<file path="config.mk">
export PLATFORM = sky130hd
export DESIGN_NAME = pc_target_unit
export DESIGN_NICKNAME = d
export VERILOG_FILES = /design/src/rtl/pcu_pkg.sv /design/src/rtl/pcu_decode.sv /design/src/rtl/pcu_target.sv /design/src/rtl/pcu_call_seq.sv /design/src/rtl/pc_target_unit.sv
export SDC_FILE = /design/constraint.sdc
export NUM_CORES = 1
export LEC_CHECK = 0
export ABC_CLOCK_PERIOD_IN_PS = 7650
export BUFFER_PORTS_ARGS = -buffer_cell sky130_fd_sc_hd__buf_2
export CORE_UTILIZATION = 39
export CTS_CLUSTER_SIZE = 12
export DETAILED_ROUTE_END_ITERATION = 10
export PLACE_DENSITY = 0.71
export SETUP_SLACK_MARGIN = 0.2
export SYNTH_ARGS = -nofsm -noshare
export SYNTH_HDL_FRONTEND = slang
export SYNTH_SLANG_ARGS = --single-unit
</file>
<file path="constraint.sdc">
create_clock -name clk -period 7.65 [get_ports clk]
set_input_delay 0.3825 -clock clk [delete_from_list [all_inputs] [get_ports clk]]
set_output_delay 0.3825 -clock clk [all_outputs]
set_load 0.01 [all_outputs]
</file>
<file path="src/rtl/pcu_pkg.sv">
package pcu_pkg;
  typedef enum logic [2:0] {
    K_SEQ, K_PJMP, K_PCALL, K_LJMP, K_LCALL, K_SJMP, K_CMPJ
  } pc_kind_e;
endpackage

</file>
<file path="src/rtl/pcu_decode.sv">
module pcu_decode
  import pcu_pkg::*;
#(
  parameter int BYTE_W = 8
) (
  input  logic [BYTE_W-1:0] opcode,
  output pc_kind_e          kind
);
  always_comb begin
    kind = K_SEQ;
    if (opcode[4:0] == 5'b00001)      kind = K_PJMP;
    else if (opcode[4:0] == 5'b10001) kind = K_PCALL;
    else begin
      case (opcode)
        8'h02:   kind = K_LJMP;
        8'h12:   kind = K_LCALL;
        8'h80:   kind = K_SJMP;
        8'hB5:   kind = K_CMPJ;
        default: kind = K_SEQ;
      endcase
    end
  end
endmodule

</file>
<file path="src/rtl/pcu_target.sv">
module pcu_target
  import pcu_pkg::*;
#(
  parameter int PC_W   = 16,
  parameter int BYTE_W = 8,
  parameter int PAGE_W = 11
) (
  input  logic [PC_W-1:0]   pc,
  input  pc_kind_e          kind,
  input  logic [BYTE_W-1:0] opcode,
  input  logic [BYTE_W-1:0] op1,
  input  logic [BYTE_W-1:0] op2,
  input  logic [BYTE_W-1:0] cmp_a,
  input  logic [BYTE_W-1:0] cmp_b,
  output logic [PC_W-1:0]   target,
  output logic [PC_W-1:0]   ret_addr,
  output logic              cmp_lt
);
  localparam int SEL_W = PAGE_W - BYTE_W;
  localparam int EXT_W = PC_W - BYTE_W;
  localparam logic [PC_W-1:0] STEP1 = PC_W'(1);
  localparam logic [PC_W-1:0] STEP2 = PC_W'(2);
  localparam logic [PC_W-1:0] STEP3 = PC_W'(3);

  logic [PC_W-1:0] pc_p1, pc_p2, pc_p3, page_tgt;

  function automatic logic [PC_W-1:0] sext(input logic [BYTE_W-1:0] d);
    return {{EXT_W{d[BYTE_W-1]}}, d};
  endfunction

  assign pc_p1    = pc + STEP1;
  assign pc_p2    = pc + STEP2;
  assign pc_p3    = pc + STEP3;
  assign page_tgt = {pc_p2[PC_W-1:PAGE_W], opcode[BYTE_W-1 -: SEL_W], op1};
  assign cmp_lt   = (cmp_a < cmp_b);

  always_comb begin
    ret_addr = pc_p2;
    case (kind)
      K_PJMP, K_PCALL: target = page_tgt;
      K_LJMP:          target = {op1, op2};
      K_LCALL: begin
        target   = {op1, op2};
        ret_addr = pc_p3;
      end
      K_SJMP:          target = pc_p2 + sext(op1);
      K_CMPJ:          target = (cmp_a != cmp_b) ? pc_p3 + sext(op2) : pc_p3;
      default:         target = pc_p1;
    endcase
  end
endmodule

</file>
<file path="src/rtl/pcu_call_seq.sv">
module pcu_call_seq (
  input  logic clk,
  input  logic rst,
  input  logic start,
  input  logic is_call,
  output logic accept,
  output logic first_push,
  output logic second_push,
  output logic busy
);
  typedef enum logic {S_IDLE, S_HIGH} seq_e;
  seq_e state;

  assign busy        = (state == S_HIGH);
  assign accept      = start && !busy;
  assign first_push  = accept && is_call;
  assign second_push = busy;

  always_ff @(posedge clk) begin
    if (rst)             state <= S_IDLE;
    else if (first_push) state <= S_HIGH;
    else                 state <= S_IDLE;
  end
endmodule

</file>
<file path="src/rtl/pc_target_unit.sv">
module pc_target_unit
  import pcu_pkg::*;
#(
  parameter int PC_W   = 16,
  parameter int SP_W   = 8,
  parameter int BYTE_W = 8,
  parameter int PAGE_W = 11
) (
  input  logic              clk,
  input  logic              rst,
  input  logic              start,
  input  logic [PC_W-1:0]   pc_in,
  input  logic [BYTE_W-1:0] opcode,
  input  logic [BYTE_W-1:0] op1,
  input  logic [BYTE_W-1:0] op2,
  input  logic [BYTE_W-1:0] cmp_a,
  input  logic [BYTE_W-1:0] cmp_b,
  input  logic [SP_W-1:0]   sp_in,
  output logic [PC_W-1:0]   pc_out,
  output logic              done,
  output logic              carry_out,
  output logic              cmp_we,
  output logic              stk_we,
  output logic [SP_W-1:0]   stk_addr,
  output logic [BYTE_W-1:0] stk_data,
  output logic [SP_W-1:0]   sp_out
);
  localparam int HI_W = PC_W - BYTE_W;
  localparam logic [SP_W-1:0] SP_STEP = SP_W'(1);

  pc_kind_e        kind;
  logic [PC_W-1:0] target, ret_addr;
  logic            cmp_lt, is_call, accept, first_push, second_push, busy;
  logic [HI_W-1:0] hold_hi;
  logic [PC_W-1:0] hold_tgt;

  pcu_decode #(.BYTE_W(BYTE_W)) i_dec (.opcode(opcode), .kind(kind));

  pcu_target #(.PC_W(PC_W), .BYTE_W(BYTE_W), .PAGE_W(PAGE_W)) i_tgt (
    .pc(pc_in), .kind(kind), .opcode(opcode), .op1(op1), .op2(op2),
    .cmp_a(cmp_a), .cmp_b(cmp_b), .target(target), .ret_addr(ret_addr),
    .cmp_lt(cmp_lt)
  );

  assign is_call = (kind == K_PCALL) || (kind == K_LCALL);

  pcu_call_seq i_seq (
    .clk(clk), .rst(rst), .start(start), .is_call(is_call),
    .accept(accept), .first_push(first_push), .second_push(second_push),
    .busy(busy)
  );

  always_ff @(posedge clk) begin
    if (rst) begin
      pc_out    <= '0;
      done      <= 1'b0;
      carry_out <= 1'b0;
      cmp_we    <= 1'b0;
      stk_we    <= 1'b0;
      stk_addr  <= '0;
      stk_data  <= '0;
      sp_out    <= '0;
      hold_hi   <= '0;
      hold_tgt  <= '0;
    end else begin
      done   <= 1'b0;
      cmp_we <= 1'b0;
      stk_we <= 1'b0;
      if (second_push) begin
        stk_we   <= 1'b1;
        stk_addr <= stk_addr + SP_STEP;
        sp_out   <= stk_addr + SP_STEP;
        stk_data <= hold_hi;
        pc_out   <= hold_tgt;
        done     <= 1'b1;
      end else if (first_push) begin
        stk_we   <= 1'b1;
        stk_addr <= sp_in + SP_STEP;
        sp_out   <= sp_in + SP_STEP;
        stk_data <= ret_addr[BYTE_W-1:0];
        hold_hi  <= ret_addr[PC_W-1:BYTE_W];
        hold_tgt <= target;
      end else if (accept) begin
        pc_out <= target;
        done   <= 1'b1;
        sp_out <= sp_in;
        if (kind == K_CMPJ) begin
          carry_out <= cmp_lt;
          cmp_we    <= 1'b1;
        end
      end
    end
  end
endmodule

</file>
### Word level (Yosys, flattened, before mapping)

Cells that the tools add are included.
Widths: inputs -> output; s select.

| word-level totals | value |
|---|---|
| input bits | 67 |
| register bits after elaboration | 69 |

| operators by class | value |
|---|---|
| add/sub/neg operators | 7 |
| reductions and logical operators | 13 |
| mux-type cells | 22 |
| bitwise logic cells | 3 |
| equality and inequality tests | 14 |
| magnitude comparators | 1 |

Operators by type and width:

| operator | number |
|---|---|
| $mux 16 | 5 |
| $pmux 16 s4 | 1 |
| $mux 8 | 7 |
| $add 16x16->16 | 2 |
| $add 16x2->16 const B | 2 |
| $add 16x1->16 const B | 1 |
| $add 8x1->8 const B | 2 |
| $eq 8x8->1 const B | 2 |
| $pmux 3 s4 | 1 |
| $eq 3x3->1 const B | 3 |
| $eq 8x2->1 const B | 1 |
| $eq 8x5->1 const B | 1 |
| $lt 8x8->1 | 1 |
| $ne 8x8->1 | 1 |
| $eq 3x2->1 const B | 2 |
| $mux 1 | 6 |
| $mux 3 | 2 |
| $eq 5x1->1 const B | 1 |
| $eq 5x5->1 const B | 1 |
| $reduce_and 2->1 | 2 |
| $reduce_and 4->1 | 1 |
| $reduce_bool 2->1 | 2 |
| $reduce_or 2->1 | 2 |
| $reduce_or 4->1 | 1 |
| 7 further kinds | 10 |

### Logic depth before layout (Yosys ltp)

Gate-level depths: netlist of run 1.

| depth | value |
|---|---|
| depth in word-level cells | 10 |
| depth in mapped cells | 17 |
| depth with buffers taken out | 16 |

### Hierarchy

From an unflattened synthesis of run 1, not the netlist that was laid out.

| unflattened totals | value |
|---|---|
| cells, all modules | 946 |
| area total of the unflattened synthesis | 6825.3 µm² |

Modules (own cells, without submodules):

| module | area an instance (µm²) | instances | seq. area each (µm²) | cells each |
|---|---|---|---|---|
| pcu_target | 3606.0 | 1 | 0.0 | 554 |
| pc_target_unit | 3055.4 | 1 | 1361.3 | 370 |
| pcu_decode | 105.1 | 1 | 0.0 | 17 |
| pcu_call_seq | 58.8 | 1 | 20.0 | 5 |

### Worst setup path before layout of run 1

No wires, ideal clock.

| path | value |
|---|---|
| kind | in2reg |
| start point | input port pc_in[2] |
| end point | register pc_out[13] |
| cell stages on the path | 17 |
| library setup time | 0.132 ns |
| data arrival time | 3.329 ns |
| slack | 4.189 ns |
| cell sequence | clkbuf_1 -> nand4_1 -> or2_2 -> clkbuf_1 -> nor2_1 -> xnor2_1 -> inv_1 -> ha_1 -> clkbuf_1 -> a21o_1 -> a21o_1 -> a21oi_1 -> o21ai_0 -> xnor2_1 -> a221o_1 -> o221ai_1 -> a21oi_1 |

| on the way | value |
|---|---|
| word-level cells in the longest chain between the ends | 7 |
| elaborated cells between the ends (all ways) | 10 |
| classes of those cells | add/sub (5); mux (5) |

RTL lines:

| item | RTL line | RTL |
|---|---|---|
| from (decl) | pc_target_unit.sv:12 | `input logic [PC_W-1:0] pc_in,` |
| $add 16x2->16 | pcu_target.sv:33 | `assign pc_p3 = pc + STEP3;` |
| $add 16x16->16 | pcu_target.sv:47 | `K_CMPJ: target = (cmp_a != cmp_b) ? pc_p3 + sext(op2) : pc_p3;` |
| $mux 16 | pcu_target.sv:47 |  |
| $pmux 16 s4 (*) | pcu_target.sv:39 | `case (kind)` |
| $mux 16 (*) | pc_target_unit.sv:83 | `end else if (accept) begin` |
| $mux 16 (*) | pc_target_unit.sv:76 | `end else if (first_push) begin` |
| $mux 16 (*) | pc_target_unit.sv:69 | `if (second_push) begin` |
| to (signal assigned) | pc_target_unit.sv:74 | `pc_out <= hold_tgt;` |
| to (signal assigned) | pc_target_unit.sv:84 | `pc_out <= target;` |
| to (decl) | pc_target_unit.sv:19 | `output logic [PC_W-1:0] pc_out,` |

Mark *: on every way between the ends. The rest lies on a longest branch, timed or not. The select of a mux whose other input is x is not followed.
A chain may end at the register's enable or synchronous reset.

### Worst setup path in the final report of run 1

| path | value |
|---|---|
| start point | input port pc_in[2] |
| end point | register pc_out[14] |

Same word-level chain as after synthesis.

==> run summary, run 1 <==
Setup TNS Final - 0 ns
mapped cell area - 0.006355 mm^2
area taken by multi-input logic gates - 0.004653 mm^2
DP Area - 0.007047 mm^2
Seq/Total Area, Yosys - 0.2174
Min Hold Slack - 0.4329 ns
fin util - 0.4640
Std-Cell Rows - 46
area delta synth->final - 15.99%
Avg Cell Area, Syn - 7.279 um^2
CTS clk-pin slew, worst paths - 0.06 ns
first-pass GRT wire length - 34530 um
Die Y - 129.7 um
Post-DRT Antenna Nets - 0
total core area - 0.01589 mm^2
final setup fails - 0
I/O Buffers - 110
status - completed
Fmax - 0.2711 GHz
CP startpoint - pc_in[2]
most frequent cells in the layout - 110 x buf_2, 99 x nor2_1, 87 x nand2_1
largest net degree at the start of global routing - 69
post-DR wirelength/cell - 18.88 um
Setup Buffers After CTS - 0
hold buffer count at cts - 0
n_diodes - 0
Post-synth EDFFs - 0
initial drt markers - 791
Finished Cell Area - 0.007371 mm^2
Final GP Congestion - 0.9660
CTS buffer count - 9
final WL - 22120 um
Final #Nets - 1064
max-cap violations - 0
Final Slew Violations - 0
Synth Instances - 873
Top FF cell, synth - dfxtp_1
post-synth top area cell - dfxtp_1
HP Start - sp_in[5]
crit path capture type - flip-flop
FFs w/ async S/R, synth - 0
clock skew - 0.008781 ns
Yosys reg bits - 69
# H-tree levels - 3
commonest non-fill, non-tap cell in the layout - buf_2
share of cells above drive strength 1 - 0.1600
Fillers - 1637
final hold viol count - 0
vias per std cell - 6.032
register cell area after layout - 0.001381 mm^2
pwr dens - 153.9 mW/mm^2
VDD IR max - 116.9 uV
CTS resizes - 0
period utilisation layout - 0.4821
Top Layer Used - met5
CP Data Required Time - 7.85 ns
DIE AREA - 0.01681 mm^2
WL met1 - 9586 um
CP max FO - 8
initial antenna violation count - 1
Leak - 0.003015 uW
Reg2Reg Depth - 8
# IOs - 111
Slew HR - 0.4185
met3 wire len - 1957 um
met2 wire length - 9694 um
CTS sink cnt - 69
total gr overflow - 0
clock root buffer - clkbuf_16
fin crit period - 3.688 ns
Yosys cell types - 68
Setup WS post-layout - 3.962 ns
RSZ-0062 raised after global routing - false
Worst Max-Slew Pin Slew - 0.8713 ns
CTS tree - yes
Reg2Reg Launch Point - i_seq.busy
worst path arrival time - 3.89 ns
startpoint types - input pin
worst setup path class - in -> reg
Max clock buf depth - 2
width of the die - 129.7 um
largest cells by area after synthesis - dfxtp_1 22%, ha_1 8.7%, nor2_1 5.8%, a21oi_1 5.8%, nand2_1 5.1%
drt first pass iters - 5
Yosys Warn Count - 0
vias post-DR - 7070
Place WS - 3.644 ns
DR DRC count - 0
GR Util All Layers - 0.2666
Post-Synthesis Net Count - 986
Worst Hold Path Cells - 3
clk_lat worst skew - 0.34 ns
share of the synthesized area in the top cell type - 0.2174
vias in the first global route - 6296
Initial Util - 0.4000
hold crit path type - in -> reg
hpwl dp - 17030 um
[cells by family (layout without fill, tap and decap cells)]
logic type,after synthesis,in the layout,share of synthesized area
DFF,69,69,0.2174
and+or+nand+nor,329,329,0.2501
xor gates and xnor gates,60,60,0.08506
adders and majority gates,46,46,0.09293
muxes,11,11,0.01752
AOI/OAI and AO/OA,274,274,0.2855
buffers and inverters,84,167,0.05158
[through the flow]
| step | std cells | total power (uW) |
|---|---|---|
| floorplan | 873 | 584.0 |
| global placement | 1156 | 678.2 |
| detailed placement | 1156 | 681.0 |
| CTS | 1172 | 1133 |
| global route | 1172 | 1189 |
| finish | 1172 | 1134 |
[state kept, by name, indices dropped and copies added (netlist names)]
name        cells
carry_out       1
cmp_we          1
done            1
hold_hi         8
hold_tgt       16
i_seq.busy      1
pc_out         16
sp_out          8
stk_addr        8
stk_data        8
stk_we          1
[final cells by class]
class / count / area share
multi-input cells: 720 / 0.6313
clock buffers: 9 / 0.03056
flip-flops and latches: 69 / 0.1874
well taps: 216 / 0.03667
inverters: 31 / 0.01579
clock inverters: 7 / 0.01341
repair buffers: 120 / 0.08488
[power breakdown]
group	switching [uW]	total (uW)	internal, uW
Sequential	5.45	375	369
Clock	167	454	286
Combinational	188	306	118
[worst max-delay path, stage by stage]
cell and delay (ns):
buf_2 0.18, ha_1 0.29, nand3_1 0.17, o31a_1 0.33
or2_2 0.33, ha_1 0.37, a21oi_1 0.18, o21ai_0 0.14
or3_1 0.32, o21ai_0 0.25, o21ai_0 0.15, xor2_1 0.15
a2111oi_0 0.51, o31ai_1 0.13
[Yosys cell counts, types with 7 or more instances]
cell	n
a211oi_1	23
nand4_1	10
dfxtp_1	69
a31oi_1	9
nor3_1	25
buf_2	10
a21oi_1	74
inv_1	31
and2_1	7
or3_1	14
o221ai_1	10
o211ai_1	14
ha_1	44
xor2_1	27
and3_1	10
a22oi_1	11
mux2i_1	10
o21ai_0	47
nand2b_1	10
or2_2	8
nand3_1	27
nor2_1	99
o22ai_1	7
nand2_1	87
clkbuf_1	43
a21o_1	12
xnor2_1	32
[final timing paths]
| check | end | slack [ns] |
|---|---|---|
| setup / recovery | pc_out[14] | 3.96 |
| hold / removal | sp_out[5] | 0.43 |
| setup reg to reg | sp_out[3] | 4.87 |
| hold reg to reg | pc_out[5] | 0.45 |
[layer usage]
metal	vias up	global-route usage
met1	3269	0.3669
met3	69	0.04872
met5	-	0
li1	3369	-
met2	361	0.4086
met4	2	0.1074
No activity file was read; power rests on OpenSTA's default activity.
==> inputs of run 2 (changes only) <==
--- a/config.mk
+++ b/config.mk
@@ -5,7 +5,8 @@
 export SDC_FILE = /design/constraint.sdc
 export NUM_CORES = 1
 export LEC_CHECK = 0
-export ABC_CLOCK_PERIOD_IN_PS = 7650
+export ABC_AREA = 1
+export ABC_CLOCK_PERIOD_IN_PS = 3500
 export BUFFER_PORTS_ARGS = -buffer_cell sky130_fd_sc_hd__buf_2
 export CORE_UTILIZATION = 39
 export CTS_CLUSTER_SIZE = 12
==> constraint.sdc (replaced) <==
create_clock -name clk -period 3.5 [get_ports clk]
set_input_delay 0.175 -clock clk [delete_from_list [all_inputs] [get_ports clk]]
set_output_delay 0.175 -clock clk [all_outputs]
set_load 0.01 [all_outputs]
==> run 2 against run 1 <==
Compared with the run above:
- combinational power is 130% higher
- first-iteration DRC count is 11% lower
- hold slack worse by 0.31 ns
- clock skew is 0.0057 ns lower
- clock power is 110% higher
- setup slack worse by 3.4 ns
- largest power group unchanged
- sequential cell count stayed put
- sequential power is 120% higher
- routed wire length is 2.3% higher
- synthesized area is 3.6% higher
==> run summary, run 2 <==
status - completed
VDD IR max - 257.6 uV (+120%)
CP max FO - 6 (-2)
FFs w/ async S/R, synth - 0 (unchanged)
clock root buffer - clkbuf_16
hpwl dp - 18180 um (+6.7%)
Reg2Reg Depth - 9 (+1)
Final #Nets - 1290 (+21%)
GR Util All Layers - 0.2625 (-0.004117)
RSZ-0062 raised after global routing - false
clock skew - 0.003114 ns (-0.005667 ns)
Fmax - 0.3382 GHz
Slowest cell on crit path - ha_1
CP dominant cell by count - nand2_1
first-pass GRT wire length - 36070 um (+4.5%)
Final Slew Violations - 0 (unchanged)
Crit path max-delay family - compound AO/OA/AOI/OAI gates
Yosys cell types - 53 (-22%)
Min Hold Slack - 0.1278 ns (-0.3051 ns)
initial drt markers - 703 (-11%)
Worst Hold Path Cells - 3 (unchanged)
Slew HR - 0.2721 (-0.1464)
startpoint types - input pin
slowest cell delay on critical path - 0.36 ns (-0.15 ns)
worst path arrival time - 3.16 ns (-0.73 ns)
Yosys reg bits - 69 (unchanged)
vias per std cell - 5.356 (-11%)
Post-Synthesis Net Count - 1190 (+21%)
most frequent cell after synthesis - nand2_1
crit path capture type - flip-flop
# IOs - 111 (unchanged)
mapped cell area - 0.006581 mm^2 (+3.6%)
pwr dens - 327.5 mW/mm^2 (+110%)
CTS buffer count - 9 (unchanged)
Worst Path Buf+Inv - 3 (+2)
Initial Util - 0.3983 (-0.001774)
Post-DRT Antenna Nets - 0 (unchanged)
Die Y - 131.9 um (+1.7%)
post-synth top area cell - dfxtp_1
Worst Max-Slew Pin Slew - 1.091 ns (+0.2193 ns)
I/O Buffers - 110 (unchanged)
clk_lat worst skew - 0.33 ns (about the same)
CTS sink cnt - 69 (unchanged)
Worst path depth - 17 (+3)
final hold viol count - 0 (unchanged)
vias post-DR - 7509 (+6.2%)
Place WS - 0.1554 ns (-3.489 ns)
width of the die - 131.9 um (+1.7%)
critical path cell sequence - buf_2 > inv_1 > ha_1 > a21o_1 > nand2_1 > xor2_1 > inv_1 > ha_1 > a21o_1 > a21oi_1 > nand2_1 > nand2_1 > nand3_1 > nand3_1 > nand4_1 > o21ai_0 > a21oi_1
post-DR wirelength/cell - 16.14 um (-15%)
CP Data Required Time - 3.70 ns (-4.15 ns)
area delta synth->final - 16.83%
Final GP Congestion - 1.033 (+6.9%)
total core area - 0.01652 mm^2 (+4.0%)
total gr overflow - 0 (unchanged)
CTS clk-pin slew, worst paths - 0.06 ns (about the same)
Setup WS post-layout - 0.5431 ns (-3.419 ns)
largest net degree at the start of global routing - 38 (-45%)
period utilisation layout - 0.8448
initial antenna violation count - 0 (-1)
top flop regs - hold_tgt x16, pc_out x16
largest cells by area after synthesis - dfxtp_1 21%, nand2_1 16%, ha_1 8.4%, inv_1 7.3%, nor2_1 6.5%
worst setup path class - in -> reg
drt first pass iters - 6 (+1)
Avg Cell Area, Syn - 6.111 um^2 (-16%)
share of the synthesized area in the top cell type - 0.2099 (-0.007480)
most frequent cells in the layout - 276 x nand2_1, 127 x inv_1, 113 x nor2_1
DIE AREA - 0.01740 mm^2 (+3.5%)
Setup TNS Final - 0 ns (unchanged)
Top FF cell, synth - dfxtp_1
vias in the first global route - 6860 (+9.0%)
share of cells above drive strength 1 - 0.1591 (-0.0009894)
n_diodes - 0 (unchanged)
max-cap violations - 0 (unchanged)
hold crit path type - in -> reg
Leak - 0.003983 uW (+32%)
final setup fails - 0 (unchanged)
# H-tree levels - 3 (unchanged)
DR DRC count - 0 (unchanged)
Seq/Total Area, Yosys - 0.2099 (-0.007480)
hold buffer count at cts - 0 (unchanged)
final WL - 22620 um (+2.3%)
Yosys Warn Count - 0 (unchanged)
Std-Cell Rows - 47 (+2.2%)
top post-synthesis cells by count - 276 x nand2_1, 128 x inv_1, 114 x nor2_1
fin crit period - 2.957 ns
Max clock buf depth - 2 (unchanged)
Post-synth EDFFs - 0 (unchanged)
CTS tree - yes
commonest non-fill, non-tap cell in the layout - nand2_1
Synth Instances - 1077 (+23%)
==> run 2: changes by cell type in the layout (fill, tap and decap cells not counted), moves of 14 or more <==
cell | before | now
nor3_1 | 25 | 5
o21ai_1 | 3 | 21
nor2_1 | 99 | 113
xnor2_1 | 32 | 8
inv_2 | 0 | 16
nand3_1 | 27 | 75
inv_1 | 31 | 127
nand2_1 | 87 | 276
a211oi_1 | 23 | 1
or3_1 | 14 | 0
nand4_1 | 10 | 26
==> run 2: final cells by class <==
type | count | area (um^2)
clock inverter | 6 | 86.33
inverter | 151 | 573.1
multi-input combinational | 825 | 4501
tap | 220 | 275.3
fill | 1745 | 8836
sequential | 69 | 1381
clock buffer | 10 | 239.0
timing repair buffer | 121 | 633.1
==> run 2: logic make-up after synthesis <==
group | after synthesis | share of synthesized area
AO/OA/AOI/OAI | 207 | 0.1840
adder cells (fa/ha/maj) | 46 | 0.08973
AND/OR/NAND/NOR | 530 | 0.3496
XOR/XNOR | 42 | 0.05818
buffers and inverters | 183 | 0.1086
flip-flops | 69 | 0.2099
==> run 2: final timing paths <==
path                                  from         to  slack, ns
worst min register to register   pc_out[7]  pc_out[7]       0.46
worst min-delay path              sp_in[7]  sp_out[7]       0.13
worst max register to register  i_seq.busy  sp_out[6]       1.53
worst max-delay path              pc_in[1]  pc_out[8]       0.54
==> run 2: repair_timing <==
action / 4_1_cts / 5_1_grt
resized for setup: 0 / 4
endpoints found under the setup margin: 0 / 4
buffers inserted: 0 / 2
endpoints found under the hold margin: 0 / 0
==> run 2: through the flow <==
stage	total power [uW]	cell area [um^2]	utilization	cells
4_1_cts	2521	7655	0.4632	1400
3_3_place_gp	1537	7330	0.4436	1384
6_report	2518	7689	0.4653	1402
3_5_place_dp	1540	7330	0.4436	1384
5_1_grt	2653	7689	0.4653	1402
2_1_floorplan	1312	6581	-	1077
==> run 2: tightest hold or removal path: stages <==
cell and delay, ns:
buf_2 0.11, nand2_1 0.06, a31oi_1 0.07
==> run 2: routing by layer <==
| layer | global-route usage | vias to the layer above | part of all wire |
|---|---|---|---|
| met1 | 0.3497 | 3370 | 0.44 |
| met3 | 0.04037 | 50 | 0.086 |
| li1 | - | 3748 | - |
| met2 | 0.4180 | 341 | 0.44 |
| met5 | 0 | - | 0 |
| met4 | 0.1169 | 0 | 0.039 |
==> run 2: where the power goes <==
| group | switching [uW] | total (uW) | leakage [uW] | internal [uW] |
|---|---|---|---|---|
| clock | 335 | 975 | 0.000158 | 641 |
| combinational | 468 | 717 | 0.00326 | 248 |
| sequential | 14.0 | 826 | 0.000562 | 812 |
| total | 817 | 2520 | 0.00398 | 1700 |
